===== config.mk =====
export PLATFORM = sky130hd
export DESIGN_NAME = presc_timer
export DESIGN_NICKNAME = d
export VERILOG_FILES = /design/src/rtl/tmr_pkg.sv /design/src/rtl/tmr_edge_sync.sv /design/src/rtl/tmr_prescaler.sv /design/src/rtl/tmr_count_core.sv /design/src/rtl/presc_timer.sv
export SDC_FILE = /design/constraint.sdc
export NUM_CORES = 1
export LEC_CHECK = 0
export BUFFER_PORTS_ARGS = -buffer_cell sky130_fd_sc_hd__buf_2
export CORE_MARGIN = 5
export CORE_UTILIZATION = 38
export CTS_CLUSTER_DIAMETER = 120
export DETAILED_ROUTE_END_ITERATION = 8
export GPL_TIMING_DRIVEN = 0
export PLACE_DENSITY = 0.56
export SYNTH_ARGS = -nofsm -noshare
export SYNTH_HDL_FRONTEND = slang
export SYNTH_SLANG_ARGS = --single-unit

===== constraint.sdc =====
create_clock -name clk -period 2.2 [get_ports clk]
set_input_delay 0.33 -clock clk [delete_from_list [all_inputs] [get_ports clk]]
set_output_delay 0.33 -clock clk [all_outputs]
set_load 0.005 [all_outputs]

===== src/rtl/tmr_pkg.sv =====
package tmr_pkg;
  typedef enum logic {SRC_CYCLE = 1'b0, SRC_PIN = 1'b1} src_sel_e;
  typedef enum logic {POL_RISE = 1'b0, POL_FALL = 1'b1} edge_pol_e;

  // Mask of divider bits that must all be one for a division by 2^(sel+1).
  function automatic logic [7:0] div_mask8(input logic [2:0] sel);
    logic [7:0] m;
    for (int k = 0; k < 8; k++) m[k] = (int'(sel) >= k);
    return m;
  endfunction
endpackage


===== src/rtl/tmr_edge_sync.sv =====
module tmr_edge_sync #(
  parameter int STAGES = 2
) (
  input  logic clk,
  input  logic rst_n,
  input  logic async_in,
  input  logic fall_sel,
  output logic edge_evt
);
  import tmr_pkg::*;

  logic [STAGES-1:0] chain_q;
  logic              prev_q;
  logic              synced;
  edge_pol_e         pol;

  genvar g;
  generate
    for (g = 0; g < STAGES; g++) begin : g_stage
      if (g == 0) begin : g_first
        always_ff @(posedge clk or negedge rst_n)
          if (!rst_n) chain_q[0] <= 1'b0;
          else        chain_q[0] <= async_in;
      end else begin : g_next
        always_ff @(posedge clk or negedge rst_n)
          if (!rst_n) chain_q[g] <= 1'b0;
          else        chain_q[g] <= chain_q[g-1];
      end
    end
  endgenerate

  assign synced = chain_q[STAGES-1];

  always_ff @(posedge clk or negedge rst_n)
    if (!rst_n) prev_q <= 1'b0;
    else        prev_q <= synced;

  always_comb begin
    pol = edge_pol_e'(fall_sel);
    if (pol == POL_FALL) edge_evt = prev_q & ~synced;
    else                 edge_evt = ~prev_q & synced;
  end

  AST_EDGE_ONCE: assert property (@(posedge clk) disable iff (!rst_n)
    edge_evt |=> (!edge_evt || fall_sel != $past(fall_sel)));
endmodule


===== src/rtl/tmr_prescaler.sv =====
module tmr_prescaler #(
  parameter int PRE_W      = 8,
  parameter int SEL_W      = 3,
  parameter int HOLD_TICKS = 2
) (
  input  logic             clk,
  input  logic             rst_n,
  input  logic             src_tick,
  input  logic             restart,
  input  logic             bypass,
  input  logic [SEL_W-1:0] ratio_sel,
  output logic             cnt_tick
);
  localparam int HOLD_W = (HOLD_TICKS > 0) ? $clog2(HOLD_TICKS + 1) : 1;

  logic [PRE_W-1:0]  pre_q;
  logic [PRE_W-1:0]  mask;
  logic [HOLD_W-1:0] hold_q;
  logic              holding;
  logic              live;
  logic              wrap;

  generate
    if (HOLD_TICKS > 0) begin : g_hold
      always_ff @(posedge clk or negedge rst_n)
        if (!rst_n)                  hold_q <= '0;
        else if (restart)            hold_q <= HOLD_W'(HOLD_TICKS);
        else if (src_tick && holding) hold_q <= hold_q - 1'b1;
      assign holding = (hold_q != '0);
    end else begin : g_nohold
      assign hold_q  = '0;
      assign holding = 1'b0;
    end
  endgenerate

  always_comb begin
    mask = '0;
    for (int k = 0; k < PRE_W; k++) mask[k] = (int'(ratio_sel) >= k);
  end

  assign live     = src_tick && !holding && !restart;
  assign wrap     = &(pre_q | ~mask);
  assign cnt_tick = live && (bypass || wrap);

  always_ff @(posedge clk or negedge rst_n)
    if (!rst_n)               pre_q <= '0;
    else if (restart)         pre_q <= '0;
    else if (live && !bypass) pre_q <= pre_q + 1'b1;

  AST_HOLD_BLOCKS: assert property (@(posedge clk) disable iff (!rst_n)
    holding |-> !cnt_tick);
  AST_RESTART_CLEARS: assert property (@(posedge clk) disable iff (!rst_n)
    restart |=> (pre_q == '0));
  AST_TICK_NEEDS_SRC: assert property (@(posedge clk) disable iff (!rst_n)
    cnt_tick |-> src_tick);
endmodule


===== src/rtl/tmr_count_core.sv =====
module tmr_count_core #(
  parameter int CNT_W = 8
) (
  input  logic             clk,
  input  logic             rst_n,
  input  logic             cnt_tick,
  input  logic             wr_en,
  input  logic [CNT_W-1:0] wr_data,
  input  logic             flag_clr,
  output logic [CNT_W-1:0] cnt_q,
  output logic             flag_q
);
  logic wrap_evt;

  assign wrap_evt = cnt_tick && !wr_en && (&cnt_q);

  always_ff @(posedge clk or negedge rst_n)
    if (!rst_n)        cnt_q <= '0;
    else if (wr_en)    cnt_q <= wr_data;
    else if (cnt_tick) cnt_q <= cnt_q + 1'b1;

  always_ff @(posedge clk or negedge rst_n)
    if (!rst_n)        flag_q <= 1'b0;
    else if (wrap_evt) flag_q <= 1'b1;
    else if (flag_clr) flag_q <= 1'b0;

  AST_WRITE_LOADS: assert property (@(posedge clk) disable iff (!rst_n)
    wr_en |=> (cnt_q == $past(wr_data)));
  AST_ONE_STEP: assert property (@(posedge clk) disable iff (!rst_n)
    !wr_en |=> (cnt_q == $past(cnt_q) || cnt_q == $past(cnt_q) + 1'b1));
  AST_NO_OVERFLOW_MISS: assert property (@(posedge clk) disable iff (!rst_n)
    (cnt_tick && !wr_en && cnt_q == '1) |=> flag_q);
  AST_FLAG_STICKY: assert property (@(posedge clk) disable iff (!rst_n)
    (flag_q && !flag_clr) |=> flag_q);
endmodule


===== src/rtl/presc_timer.sv =====
module presc_timer #(
  parameter int CNT_W       = 8,
  parameter int PRE_W       = 8,
  parameter int SEL_W       = 3,
  parameter int SYNC_STAGES = 2,
  parameter int HOLD_TICKS  = 2
) (
  input  logic             clk,
  input  logic             rst_n,
  input  logic             cyc_tick,
  input  logic             ext_in,
  input  logic             src_ext,
  input  logic             edge_fall,
  input  logic             pre_bypass,
  input  logic [SEL_W-1:0] pre_sel,
  input  logic             cnt_wr_en,
  input  logic [CNT_W-1:0] cnt_wr_data,
  input  logic             flag_clr,
  output logic [CNT_W-1:0] cnt_q,
  output logic             ovf_flag
);
  import tmr_pkg::*;

  logic     pin_evt;
  logic     src_tick;
  logic     cnt_tick;
  src_sel_e src;

  tmr_edge_sync #(.STAGES(SYNC_STAGES)) i_sync (
    .clk      (clk),
    .rst_n    (rst_n),
    .async_in (ext_in),
    .fall_sel (edge_fall),
    .edge_evt (pin_evt)
  );

  always_comb begin
    src      = src_sel_e'(src_ext);
    src_tick = (src == SRC_PIN) ? pin_evt : cyc_tick;
  end

  tmr_prescaler #(.PRE_W(PRE_W), .SEL_W(SEL_W), .HOLD_TICKS(HOLD_TICKS)) i_pre (
    .clk       (clk),
    .rst_n     (rst_n),
    .src_tick  (src_tick),
    .restart   (cnt_wr_en),
    .bypass    (pre_bypass),
    .ratio_sel (pre_sel),
    .cnt_tick  (cnt_tick)
  );

  tmr_count_core #(.CNT_W(CNT_W)) i_core (
    .clk      (clk),
    .rst_n    (rst_n),
    .cnt_tick (cnt_tick),
    .wr_en    (cnt_wr_en),
    .wr_data  (cnt_wr_data),
    .flag_clr (flag_clr),
    .cnt_q    (cnt_q),
    .flag_q   (ovf_flag)
  );

  AST_NO_TICK_ON_WRITE: assert property (@(posedge clk) disable iff (!rst_n)
    cnt_wr_en |-> !cnt_tick);
endmodule


---- Word-level counts from Yosys, hierarchy flattened ----
Cells that the tools add are included.
word-level totals
  register bits ........................... 22
  bits of input ports ..................... 20
  output and inout port bits .............. 9
  logic and storage cells ................. 51
operators by class
  $add $sub $neg .......................... 3
  $lt $le $gt $ge ......................... 7
  muxes and demuxes ....................... 10
  bitwise operators ....................... 6
  reductions and logical operators ........ 18
operator list
  operator             count
  $mux 8               4
  $add 8x1->8 const B  2
  $reduce_and 8->1     2
  $ge 3x3->1 const B   4
  $reduce_bool 2->1    5
  $not 8->8            1
  $or 8x8->8           1
  $logic_and 1x1->1    7
  $ge 3x2->1 const B   2
  $mux 1               4
  $mux 2               2
  $ge 3x1->1 const B   1
  $logic_not 1->1      3
  $and 1x1->1          2
  $not 1->1            2
  $sub 2x1->2 const B  1
  $logic_or 1x1->1     1

---- Depth between registers and ports, before layout ----
Gate-level depths: netlist (run 1).
  depth after elaboration ................. 10
  mapped depth ............................ 7
  mapped depth without buffers ............ 7

---- Hierarchy ----
From an unflattened synthesis (run 1), not the netlist that was laid out.
unflattened totals
  cell total of the unflattened synthesis .. 120
  area total of the unflattened synthesis .. 1192.4 um^2
modules (own cells, without submodules)
  module          times used  cells an instance  area each (um^2)  seq. area each (um^2)
  tmr_prescaler   1           60                 591.8             250.2
  tmr_count_core  1           53                 488.0             225.2
  tmr_edge_sync   1           6                  97.6              75.1
  presc_timer     1           1                  15.0              0.0

---- Least setup slack after synthesis (run 1) ----
OpenSTA, ideal clock, no wires.
  path kind ............................... register -> register
  start point ............................. reg i_sync.prev_q
  end point ............................... reg i_core.cnt_q[7]
  library setup time ...................... 0.126 ns
  arrival ................................. 1.700 ns
  required time ........................... 2.074 ns
  path slack .............................. 0.374 ns
  cell stages (with the launch flop) ...... 6
  buffers on the path ..................... 0
  cells stage by stage .................... dfrtp_1 or3b_4 a31oi_4 nand4_1 o311a_1 a221o_1
between the ends
  word-level cells in the longest chain between the ends .. 8
  elaborated cells between the ends (all ways) .. 9
RTL lines
  item                                  line                  source
  start, declared                       tmr_edge_sync.sv:13   logic prev_q;
  start signal, assigned                tmr_edge_sync.sv:36   else prev_q <= synced;
  $not 1->1                             tmr_edge_sync.sv:41   else edge_evt = ~prev_q & synced;
  $and 1x1->1                           tmr_edge_sync.sv:41
  $mux 1 *                              tmr_edge_sync.sv:40   if (pol == POL_FALL) edge_evt = prev_q & ~synced;
  $mux 1 *                              presc_timer.sv:39     src_tick = (src == SRC_PIN) ? pin_evt : cyc_tick;
  $logic_and 1x1->1 * (2 in series)     tmr_prescaler.sv:41   assign live = src_tick && !holding && !restart;
  $logic_and 1x1->1 *                   tmr_prescaler.sv:43   assign cnt_tick = live && (bypass || wrap);
  $reduce_bool 2->1 (no source line) *  --
  end signal, assigned                  tmr_count_core.sv:19  else if (wr_en) cnt_q <= wr_data;
  end signal, assigned                  tmr_count_core.sv:20  else if (cnt_tick) cnt_q <= cnt_q + 1'b1;
  end, declared                         tmr_count_core.sv:10  output logic [CNT_W-1:0] cnt_q,
Every way passes the cells marked *; elsewhere a longest branch is shown, timed or not.
A chain may end at the register's enable or synchronous reset.

---- Worst setup path after layout (run 1) ----
  start point ............................. reg i_sync.prev_q
  end point ............................... reg i_pre.pre_q[5]
between the ends
  word-level cells in the longest chain between the ends .. 8
  elaborated cells between the ends (all ways) .. 9
RTL lines
  item                                  line                 source
  $not 1->1                             tmr_edge_sync.sv:41
  $and 1x1->1                           tmr_edge_sync.sv:41
  $mux 1 *                              tmr_edge_sync.sv:40
  $mux 1 *                              presc_timer.sv:39
  $logic_and 1x1->1 * (2 in series)     tmr_prescaler.sv:41
  $logic_and 1x1->1 *                   tmr_prescaler.sv:48  else if (live && !bypass) pre_q <= pre_q + 1'b1;
  $reduce_bool 2->1 (no source line) *  --
  end signal, assigned                  tmr_prescaler.sv:48
  end, declared                         tmr_prescaler.sv:16  logic [PRE_W-1:0] pre_q;
Marked as above.

==> summary.md, run 1 <==
| Metric | Value |
|---|---|
| Post-route cell area | `0.00148 mm²` |
| Gr usage total | `14.2%` |
| Arr. time, crit path | `2.21 ns` |
| Worst Max-Slew Pin Slew | `0.617 ns` |
| CP max FO | `8` |
| Worst min path class | `in2reg` |
| Initial antenna violation count | `0` |
| Postcts setup bufs | `0` |
| Max_cap viols | `0` |
| WL final | `2830 µm` |
| RSZ-0062 raised after global routing | `no` |
| Lkg Pwr | `0.634 nW` |
| RePlAce Congestion | `0.812` |
| CP peak stage delay | `0.60 ns` |
| Ys Warns | `0` |
| Vias in the first global route | `1107` |
| Vias/cell | `5.39` |
| Yosys cell types | `39` |
| TNS Setup | `0 ns` |
| Placed instance area | `0.00143 mm²` |
| Setup Skew | `0.00763 ns` |
| Crit Path Category | `reg2reg` |
| Critical Path End Type | `flop` |
| Ant diodes | `0` |
| First-pass GRT wire length | `4840 µm` |
| Post-layout util | `48.0%` |
| CTS Buf Count | `3` |
| DRC violations left | `0` |
| Layout area overhead | `19.5%` |
| Clock slew at reported path FFs | `0.12 ns` |
| Synth Flop Type | `dfrtp_1` |
| CTS tree | `done` |
| Clk sinks | `22` |
| Worst EP required | `2.44 ns` |
| Longest Clk Path Bufs | `2` |
| DR WL/cell | `14.1 µm` |
| Ranking of synthesized cells by area | `dfrtp_1 45%, nor2_1 5.5%, nand4_1 4.6%` |
| DRT iter0 DRCs | `39` |
| Ports | `29` |
| Yosys top cell area share | `44.5%` |
| Reg-to-reg endpoint | `i_pre.pre_q[5]` |
| Max Freq | `508 MHz` |
| Core ar. | `0.00308 mm²` |
| Hold Path Stages | `1` |
| Pin count of the biggest net entering global routing | `23` |
| Sequential share of the synthesized area | `44.5%` |
| FF+latch count, synth | `22` |
| Nets | `181` |
| Status | `complete, no violations` |
| GRT overflow | `0` |
| Mapped Cells | `124` |
| PostCTS Resize Cnt | `0` |
| Maximum VDD drop | `0.000405 V` |
| Die Y | `67.0 µm` |
| Final HPWL DP | `2170 µm` |
| Clock root buffer master | `clkbuf_4` |
| FP Rows | `20` |
| Final setup violation count | `0` |
| Worst slew margin | `58.8%` |
| Final worst-path cycle share | `89.6%` |
| Final min period | `1.97 ns` |
| TritonRoute pass-1 iters | `4` |
| Worst skew pair latency | `0.31 ns` |
| Starting Density | `40.2%` |
| Count leader, synth | `dfrtp_1` |
| Synth area leader | `dfrtp_1` |
| Reg2Reg Launch Point | `i_sync.prev_q` |
| PwrDens | `564 mW/mm²` |
| Post-Syn Nets | `147` |
| Die Area | `0.00449 mm²` |
| H-tree levels | `1` |
| Die X | `67.0 µm` |
| Layout cell share with drive strength beyond 1 | `24.2%` |
| FF-to-FF path depth | `5` |
| Final Max Slew Viols | `0` |
| DR vias | `1083` |
| Power Total | `833 µW` |
| Async SR Flop Fraction | `100%` |
| Hold path start | `ext_in` |
| Highest-delay cell along the critical path | `a311oi_2` |
| Final Hold Vio Count | `0` |
| DRT antenna net count | `0` |
| Port buffer count | `28` |
| Worst path cell trace | `or3b_4 -> a311oi_2 -> nand4_1 -> xor2_1 -> nor2_1` |
| Hold EP | `i_sync.chain_q[0]` |
| Crit start category | `flop` |
| R2r setup slk | `0.23 ns` |
| EDFF count, synth | `0` |
| Synthesized area | `0.00124 mm²` |
| Commonest cells post-synth | `22 x dfrtp_1, 18 x nor2_1, 9 x nand4_1` |
| Avg Cell Area, Syn | `9.97 µm²` |
==> what timing repair did <==
action                     4_1_cts  5_1_grt
hold buffers                     1        0
hold endpoints to repair        22        0
setup endpoints to repair        0        0
==> layout make-up <==
cell class | count | area (µm²)
sequential | 22 | 551
fill | 312 | 1600
inverter | 6 | 22.5
timing repair buffer | 29 | 150
buffer | 4 | 28.8
tap | 44 | 55.1
clock buffer | 4 | 36.3
multi-input combinational | 92 | 634
==> worst max path at each step <==
stage | startpoint | to | slack, ns | cells after the start
after floorplan | i_sync.prev_q | i_core.cnt_q[7] | 0.37 | 5
after global placement | edge_fall | i_pre.pre_q[7] | 0.19 | 6
after detailed placement | edge_fall | i_pre.pre_q[5] | 0.17 | 6
after CTS | i_sync.prev_q | i_pre.pre_q[5] | 0.22 | 5
after global routing | i_pre.hold_q[0] | i_pre.pre_q[6] | 0.05 | 7
final | i_sync.prev_q | i_pre.pre_q[5] | 0.23 | 5
==> worst max-delay path: cells and delay by family, from the launching register on <==
family	cells	cell delay, ns
and+or+nand+nor	3	0.74
xor gates and xnor gates	1	0.17
DFF	1	0.39
AOI/OAI and AO/OA	1	0.60
==> flip-flops by register name (all words and copies together) (netlist names) <==
register	cells
i_core.cnt_q	8
i_core.flag_q	1
i_pre.hold_q	2
i_pre.pre_q	8
i_sync.chain_q	1
i_sync.prev_q	1
i_sync.synced	1
==> power by group <==
group / switching (mW) / internal [mW]
clock: 0.122 / 0.101
sequential: 0.0226 / 0.429
combinational: 0.0867 / 0.0720
total: 0.231 / 0.602
==> routing by layer <==
metal	GRT usage, %	part of all wire [%]
met1	16.9	46
met2	23.8	47
met3	3.88	5.2
met4	5.57	2.0
met5	0	0
==> per-stage QoR <==
| stage | setup slack [ns] | hold WS (ns) | std cells |
|---|---|---|---|
| after floorplan | 0.374 | 0.0344 | 124 |
| after global placement | 0.191 | 0.324 | 196 |
| after detailed placement | 0.171 | 0.325 | 196 |
| after CTS | 0.217 | 0.106 | 201 |
| after global routing | 0.0497 | 0.108 | 201 |
| final | 0.230 | 0.124 | 201 |
==> placed cells by master, fill, tap and decap left out, types with 2 or more instances in the layout <==
master | netlist | final
a21boi_1 | 2 | 2
inv_1 | 6 | 6
o31ai_1 | 6 | 6
or4_1 | 5 | 5
dfrtp_1 | 22 | 22
nand2b_1 | 3 | 3
nand2_1 | 4 | 4
a221o_1 | 2 | 2
buf_2 | 1 | 29
ha_1 | 3 | 3
nor2_1 | 18 | 18
and3_1 | 3 | 3
nand4_1 | 9 | 9
xor2_1 | 5 | 5
xnor2_1 | 3 | 3
a31oi_1 | 5 | 5
o311a_1 | 3 | 3
clkbuf_4 | 0 | 3
o21ai_0 | 2 | 2
nor3_1 | 2 | 2
==> cells by family (layout without fill, tap and decap cells) <==
| group | after synthesis | in the layout | share of synthesized area [%] |
|---|---|---|---|
| XOR/XNOR | 8 | 8 | 5.67 |
| adder cells (fa/ha/maj) | 3 | 3 | 3.04 |
| multiplexers | 1 | 1 | 0.810 |
| AO/OA/AOI/OAI | 30 | 30 | 20.1 |
| AND/OR/NAND/NOR | 50 | 50 | 21.7 |
| buffers and inverters | 10 | 43 | 4.15 |
| flip-flops | 22 | 22 | 44.5 |
Power figures use the tool's default switching activity.
==> inputs of run 2 (changes only) <==
--- a/config.mk
+++ b/config.mk
@@ -6,7 +6,8 @@
 export NUM_CORES = 1
 export LEC_CHECK = 0
 export BUFFER_PORTS_ARGS = -buffer_cell sky130_fd_sc_hd__buf_2
-export CORE_MARGIN = 5
+export CORE_ASPECT_RATIO = 1.1
+export CORE_MARGIN = 4
 export CORE_UTILIZATION = 38
 export CTS_CLUSTER_DIAMETER = 120
 export DETAILED_ROUTE_END_ITERATION = 8
==> run 2 against run 1 <==
Net effect:
- critical path depth stayed put
- total power is 4.4% lower
- die area is 5.9% lower
- non-clock buffer count stayed put
- critical path type unchanged
- via count is 1.8% lower
- clock power is 17% lower
- sequential share of layout area is 0.67 points higher
- setup slack worse by 0.040 ns
- wire length is 1.3% lower
- global-route usage is 0.22 points higher
- register-to-register slack worse by 0.04 ns
- clock skew is 0.0056 ns lower
- largest cell class unchanged
==> summary.md, run 2 (synthesized netlist as in run 1, its figures left out) <==
| Metric | Value |
|---|---|
| Status | `complete, no violations` |
| Ports | `29` |
| Max_cap viols | `0` |
| Worst min path class | `in2reg` |
| Crit Path Category | `reg2reg` |
| Postcts setup bufs | `0` |
| Die X | `62.4 µm` |
| Clock slew at reported path FFs | `0.12 ns` |
| Area of the multi-input gates | `634 µm²` |
| Nets | `181` |
| Worst slew margin | `56.8%` |
| Ant diodes | `0` |
| Layout area overhead | `17.4%` |
| Final worst-path cycle share | `91.4%` |
| Port buffer count | `28` |
| Longest Clk Path Bufs | `2` |
| Post-route cell area | `0.00145 mm²` |
| RePlAce Congestion | `0.793` |
| Core ar. | `0.00307 mm²` |
| Internal power | `565 µW` |
| Crit start category | `flop` |
| Top flop regs | `i_core.cnt_q x8, i_pre.pre_q x8, i_pre.hold_q x2` |
| Reg2Reg Launch Point | `i_sync.prev_q` |
| Die Y | `67.8 µm` |
| Clk sinks | `22` |
| Lkg Pwr | `0.627 nW` |
| Maximum VDD drop | `0.000292 V` |
| Initial antenna violation count | `0` |
| Most common cell after layout, fill and taps aside | `buf_2` |
| DRC violations left | `0` |
| Sw Ratio | `29.0%` |
| Reg-to-reg endpoint | `i_pre.pre_q[7]` |
| First-pass GRT wire length | `4840 µm` |
| PostCTS Resize Cnt | `0` |
| Hold Path Stages | `1` |
| DRT antenna net count | `0` |
| Final HPWL DP | `2060 µm` |
| Die Area | `0.00423 mm²` |
| Placed instance area | `0.00142 mm²` |
| Worst skew pair latency | `0.31 ns` |
| FF-to-FF path depth | `5` |
| Vias/cell | `5.60` |
| Final Max Slew Viols | `0` |
| Final setup violation count | `0` |
| Starting Density | `40.2%` |
| Worst Max-Slew Pin Slew | `0.648 ns` |
| Clock share of power | `23.3%` |
| DRT iter0 DRCs | `51` |
| TritonRoute pass-1 iters | `4` |
| Final Hold Vio Count | `0` |
| CTS Buf Count | `3` |
| GRT overflow | `0` |
| Clock root buffer master | `clkbuf_4` |
| Worst EP required | `2.39 ns` |
| Gate power share | `19.9%` |
| Critical Path End Type | `flop` |
| Register area | `551 µm²` |
| RSZ-0062 raised after global routing | `no` |
| Final min period | `2.01 ns` |
| Gr usage total | `14.4%` |
| CTS Hold Buffers Added | `1` |
| Arr. time, crit path | `2.20 ns` |
| TNS Setup | `0 ns` |
| Psw | `231 µW` |
| Fillers | `294` |
| FP Rows | `21` |
| Vias in the first global route | `1066` |
| DR vias | `1064` |
| Max Freq | `498 MHz` |
| Hold EP | `i_sync.chain_q[0]` |
| Pin count of the biggest net entering global routing | `23` |
| PwrDens | `548 mW/mm²` |
| Hold path start | `ext_in` |
| Leading cell types in the layout, fill and taps excluded | `29 x buf_2, 22 x dfrtp_1, 18 x nor2_1` |
| Reg power frac | `56.8%` |
| CTS tree | `done` |
| CP max FO | `8` |
| R2r setup slk | `0.19 ns` |
| Setup Skew | `0.00200 ns` |
| DR WL/cell | `14.7 µm` |
| WL final | `2790 µm` |
| Layout cell share with drive strength beyond 1 | `23.7%` |
| H-tree levels | `1` |
-- run 2: cell count changes in the layout (fill, tap and decap cells not counted) --
cell / previous run / this run
clkbuf_8: 1 / 0
-- run 2: final cells by class --
cell class	instances	share of cell area (%)
buffer	4	1.98
multi-input combinational	92	43.7
timing repair buffer	29	10.3
clock buffer	3	1.55
inverter	6	1.55
tap	34	2.93
sequential	22	37.9
-- run 2: worst max path at each step --
stage / startpoint / to / slack (ns) / depth (start not counted)
2_1_floorplan: i_sync.prev_q / i_core.cnt_q[7] / 0.37 / 5
3_3_place_gp: edge_fall / i_pre.pre_q[7] / 0.19 / 6
3_5_place_dp: edge_fall / i_pre.pre_q[7] / 0.13 / 6
4_1_cts: i_sync.prev_q / i_pre.pre_q[7] / 0.17 / 5
5_1_grt: i_sync.prev_q / i_pre.pre_q[6] / 0.05 / 5
6_report: i_sync.prev_q / i_pre.pre_q[7] / 0.19 / 5
-- run 2: power by group through the flow --
| stage | clock network, mW | registers (mW) | logic (mW) |
|---|---|---|---|
| floorplan | 0 | 0.456 | 0.0936 |
| global placement | 0 | 0.458 | 0.155 |
| detailed placement | 0 | 0.459 | 0.159 |
| CTS | 0.200 | 0.451 | 0.161 |
| global route | 0.213 | 0.456 | 0.180 |
| finish | 0.186 | 0.452 | 0.158 |
-- run 2: metrics by stage --
| step | total power, mW | setup WS [ns] | cells | util (%) | hold slack (ns) |
|---|---|---|---|---|---|
| finish | 0.796 | 0.190 | 190 | 47.2 | 0.117 |
| global route | 0.849 | 0.0517 | 190 | 47.2 | 0.0911 |
| global placement | 0.614 | 0.189 | 186 | 46.2 | 0.328 |
| detailed placement | 0.618 | 0.134 | 186 | 46.2 | 0.337 |
| CTS | 0.812 | 0.172 | 190 | 47.2 | 0.104 |
| floorplan | 0.549 | 0.374 | 124 | - | 0.0344 |
-- run 2: worst max-delay path: stages (launching register included) --
cell	delay, ns
dfrtp_1	0.40
or3b_4	0.43
a311oi_2	0.63
nand4_1	0.22
xor2_1	0.17
nor2_1	0.05
-- run 2: metal layers --
metal	vias up	GRT usage (%)	wire length [µm]	part of all wire, %
li1	538	-	-	-
met1	501	17.0	1280	46
met2	21	26.2	1370	49
met3	4	2.63	114	4.1
met4	0	5.57	27	0.97
met5	-	0	0	0
==> inputs of run 3 (changes only) <==
--- a/config.mk
+++ b/config.mk
@@ -12,7 +12,6 @@
 export CTS_CLUSTER_DIAMETER = 120
 export DETAILED_ROUTE_END_ITERATION = 8
 export GPL_TIMING_DRIVEN = 0
-export PLACE_DENSITY = 0.56
 export SYNTH_ARGS = -nofsm -noshare
 export SYNTH_HDL_FRONTEND = slang
 export SYNTH_SLANG_ARGS = --single-unit
==> run 3 against run 2 <==
Net effect:
- non-clock buffer count unchanged
- largest cell class unchanged
- count of clock-buffer cells in the layout unchanged
- die area unchanged
- register-to-register slack about the same
- via count increased by 2.6%
- cell area unchanged
- total power decreased by 0.95%
- sequential cell count unchanged
- critical path depth unchanged
- critical path type unchanged
- global-route usage decreased by 0.14 points
- fmax decreased by 0.12%
==> summary.md, run 3 (synthesized netlist as in run 1, its figures left out) <==
| Metric | Value |
|---|---|
| First-pass GRT wire length | `4820 µm` |
| Final worst-path cycle share | `91.5%` |
| PostCTS Resize Cnt | `0` |
| Crit start category | `flop` |
| Die Area | `0.00423 mm²` |
| Final setup violation count | `0` |
| Worst slew margin | `56.2%` |
| Top flop regs | `i_core.cnt_q x8, i_pre.pre_q x8, i_pre.hold_q x2` |
| Nets | `181` |
| Layout area overhead | `17.4%` |
| Leading cell types in the layout, fill and taps excluded | `29 x buf_2, 22 x dfrtp_1, 18 x nor2_1` |
| Gate power share | `20.1%` |
| Die X | `62.4 µm` |
| CTS Buf Count | `3` |
| Maximum VDD drop | `0.000401 V` |
| Critical Path End Type | `flop` |
| Psw | `224 µW` |
| Layout cell share with drive strength beyond 1 | `23.7%` |
| Max_cap viols | `0` |
| Sw Ratio | `28.4%` |
| Worst Max-Slew Pin Slew | `0.657 ns` |
| Setup Skew | `0.00147 ns` |
| Max Freq | `497 MHz` |
| CP max FO | `8` |
| DR vias | `1092` |
| Worst min path class | `in2reg` |
| DRT antenna net count | `0` |
| Internal power | `564 µW` |
| FF-to-FF path depth | `5` |
| Gr usage total | `14.2%` |
| R2r setup slk | `0.19 ns` |
| Final Hold Vio Count | `0` |
| FP Rows | `21` |
| Ant diodes | `0` |
| DRC violations left | `0` |
| Final min period | `2.01 ns` |
| Pin count of the biggest net entering global routing | `23` |
| WL final | `2800 µm` |
| Hold path start | `ext_in` |
| Clock root buffer master | `clkbuf_4` |
| PwrDens | `543 mW/mm²` |
| Final critical-path setup slack | `0.188 ns` |
| RSZ-0062 raised after global routing | `no` |
| Vias/cell | `5.75` |
| Hold Path Stages | `1` |
| Crit Path Category | `reg2reg` |
| Core ar. | `0.00307 mm²` |
| Lkg Pwr | `0.627 nW` |
| TritonRoute pass-1 iters | `4` |
| Reg-to-reg endpoint | `i_pre.pre_q[7]` |
| CTS Hold Buffers Added | `1` |
| Clock slew at reported path FFs | `0.11 ns` |
| Worst EP required | `2.38 ns` |
| Final HPWL DP | `2100 µm` |
| TNS Setup | `0 ns` |
| Status | `complete, no violations` |
| Ports | `29` |
| Final Max Slew Viols | `0` |
| CTS tree | `done` |
| Starting Density | `40.2%` |
| Reg2Reg Launch Point | `i_sync.prev_q` |
| Longest Clk Path Bufs | `2` |
| Port buffer count | `28` |
| Worst skew pair latency | `0.30 ns` |
| GRT overflow | `0` |
| Vias in the first global route | `1032` |
| Setup slack after placement | `0.132 ns` |
| Clock share of power | `22.6%` |
| Most common cell after layout, fill and taps aside | `buf_2` |
| Postcts setup bufs | `0` |
| Fillers | `319` |
| Initial antenna violation count | `0` |
| Arr. time, crit path | `2.19 ns` |
| DR WL/cell | `14.7 µm` |
| DRT iter0 DRCs | `74` |
| Reg power frac | `57.3%` |
| Hold EP | `i_sync.chain_q[0]` |
| H-tree levels | `1` |
| Power Total | `788 µW` |
| RePlAce Congestion | `0.866` |
| Clk sinks | `22` |
| Die Y | `67.8 µm` |
==> run 3: metal layers <==
metal / routed length, µm / vias up / track usage (%)
met5: 0 / - / 0
met4: 27 / 0 / 5.04
met3: 192 / 4 / 3.28
met2: 1410 / 31 / 26.2
met1: 1170 / 523 / 16.3
li1: - / 534 / -
==> run 3: layout make-up <==
type	instances	area [µm²]	area share, %
inverter	6	22.5	1.55
sequential	22	551	37.9
multi-input combinational	92	634	43.7
tap	34	42.5	2.93
clock buffer	3	22.5	1.55
timing repair buffer	29	150	10.3
buffer	4	28.8	1.98
==> run 3: critical path: stages, from the launching register on <==
cell and delay (ns):
dfrtp_1 0.40, or3b_4 0.43, a311oi_2 0.63, nand4_1 0.20
xor2_1 0.17, nor2_1 0.06
==> run 3: power groups by stage <==
stage          Clock, mW  Sequential, mW  Combinational [mW]
3_5_place_dp           0           0.460               0.159
2_1_floorplan          0           0.456              0.0936
6_report           0.178           0.452               0.158
3_3_place_gp           0           0.459               0.155
4_1_cts            0.191           0.452               0.161
5_1_grt            0.211           0.456               0.182
==> run 3: through the flow <==
stage          cells  util (%)  hold WS [ns]  instance area [µm²]
2_1_floorplan    124         -        0.0344                 1240
3_3_place_gp     186      46.2         0.330                 1420
3_5_place_dp     186      46.2         0.336                 1420
4_1_cts          190      47.2         0.115                 1450
5_1_grt          190      47.2         0.102                 1450
6_report         190      47.2         0.126                 1450
==> run 3: worst max path at each step <==
stage                               start         endpoint  slack [ns]
after global routing      i_pre.hold_q[0]   i_pre.pre_q[5]        0.05
after CTS                   i_sync.prev_q   i_pre.pre_q[7]        0.16
final                       i_sync.prev_q   i_pre.pre_q[7]        0.19
after global placement          edge_fall   i_pre.pre_q[7]        0.17
after floorplan             i_sync.prev_q  i_core.cnt_q[7]        0.37
after detailed placement        edge_fall   i_pre.pre_q[7]        0.13
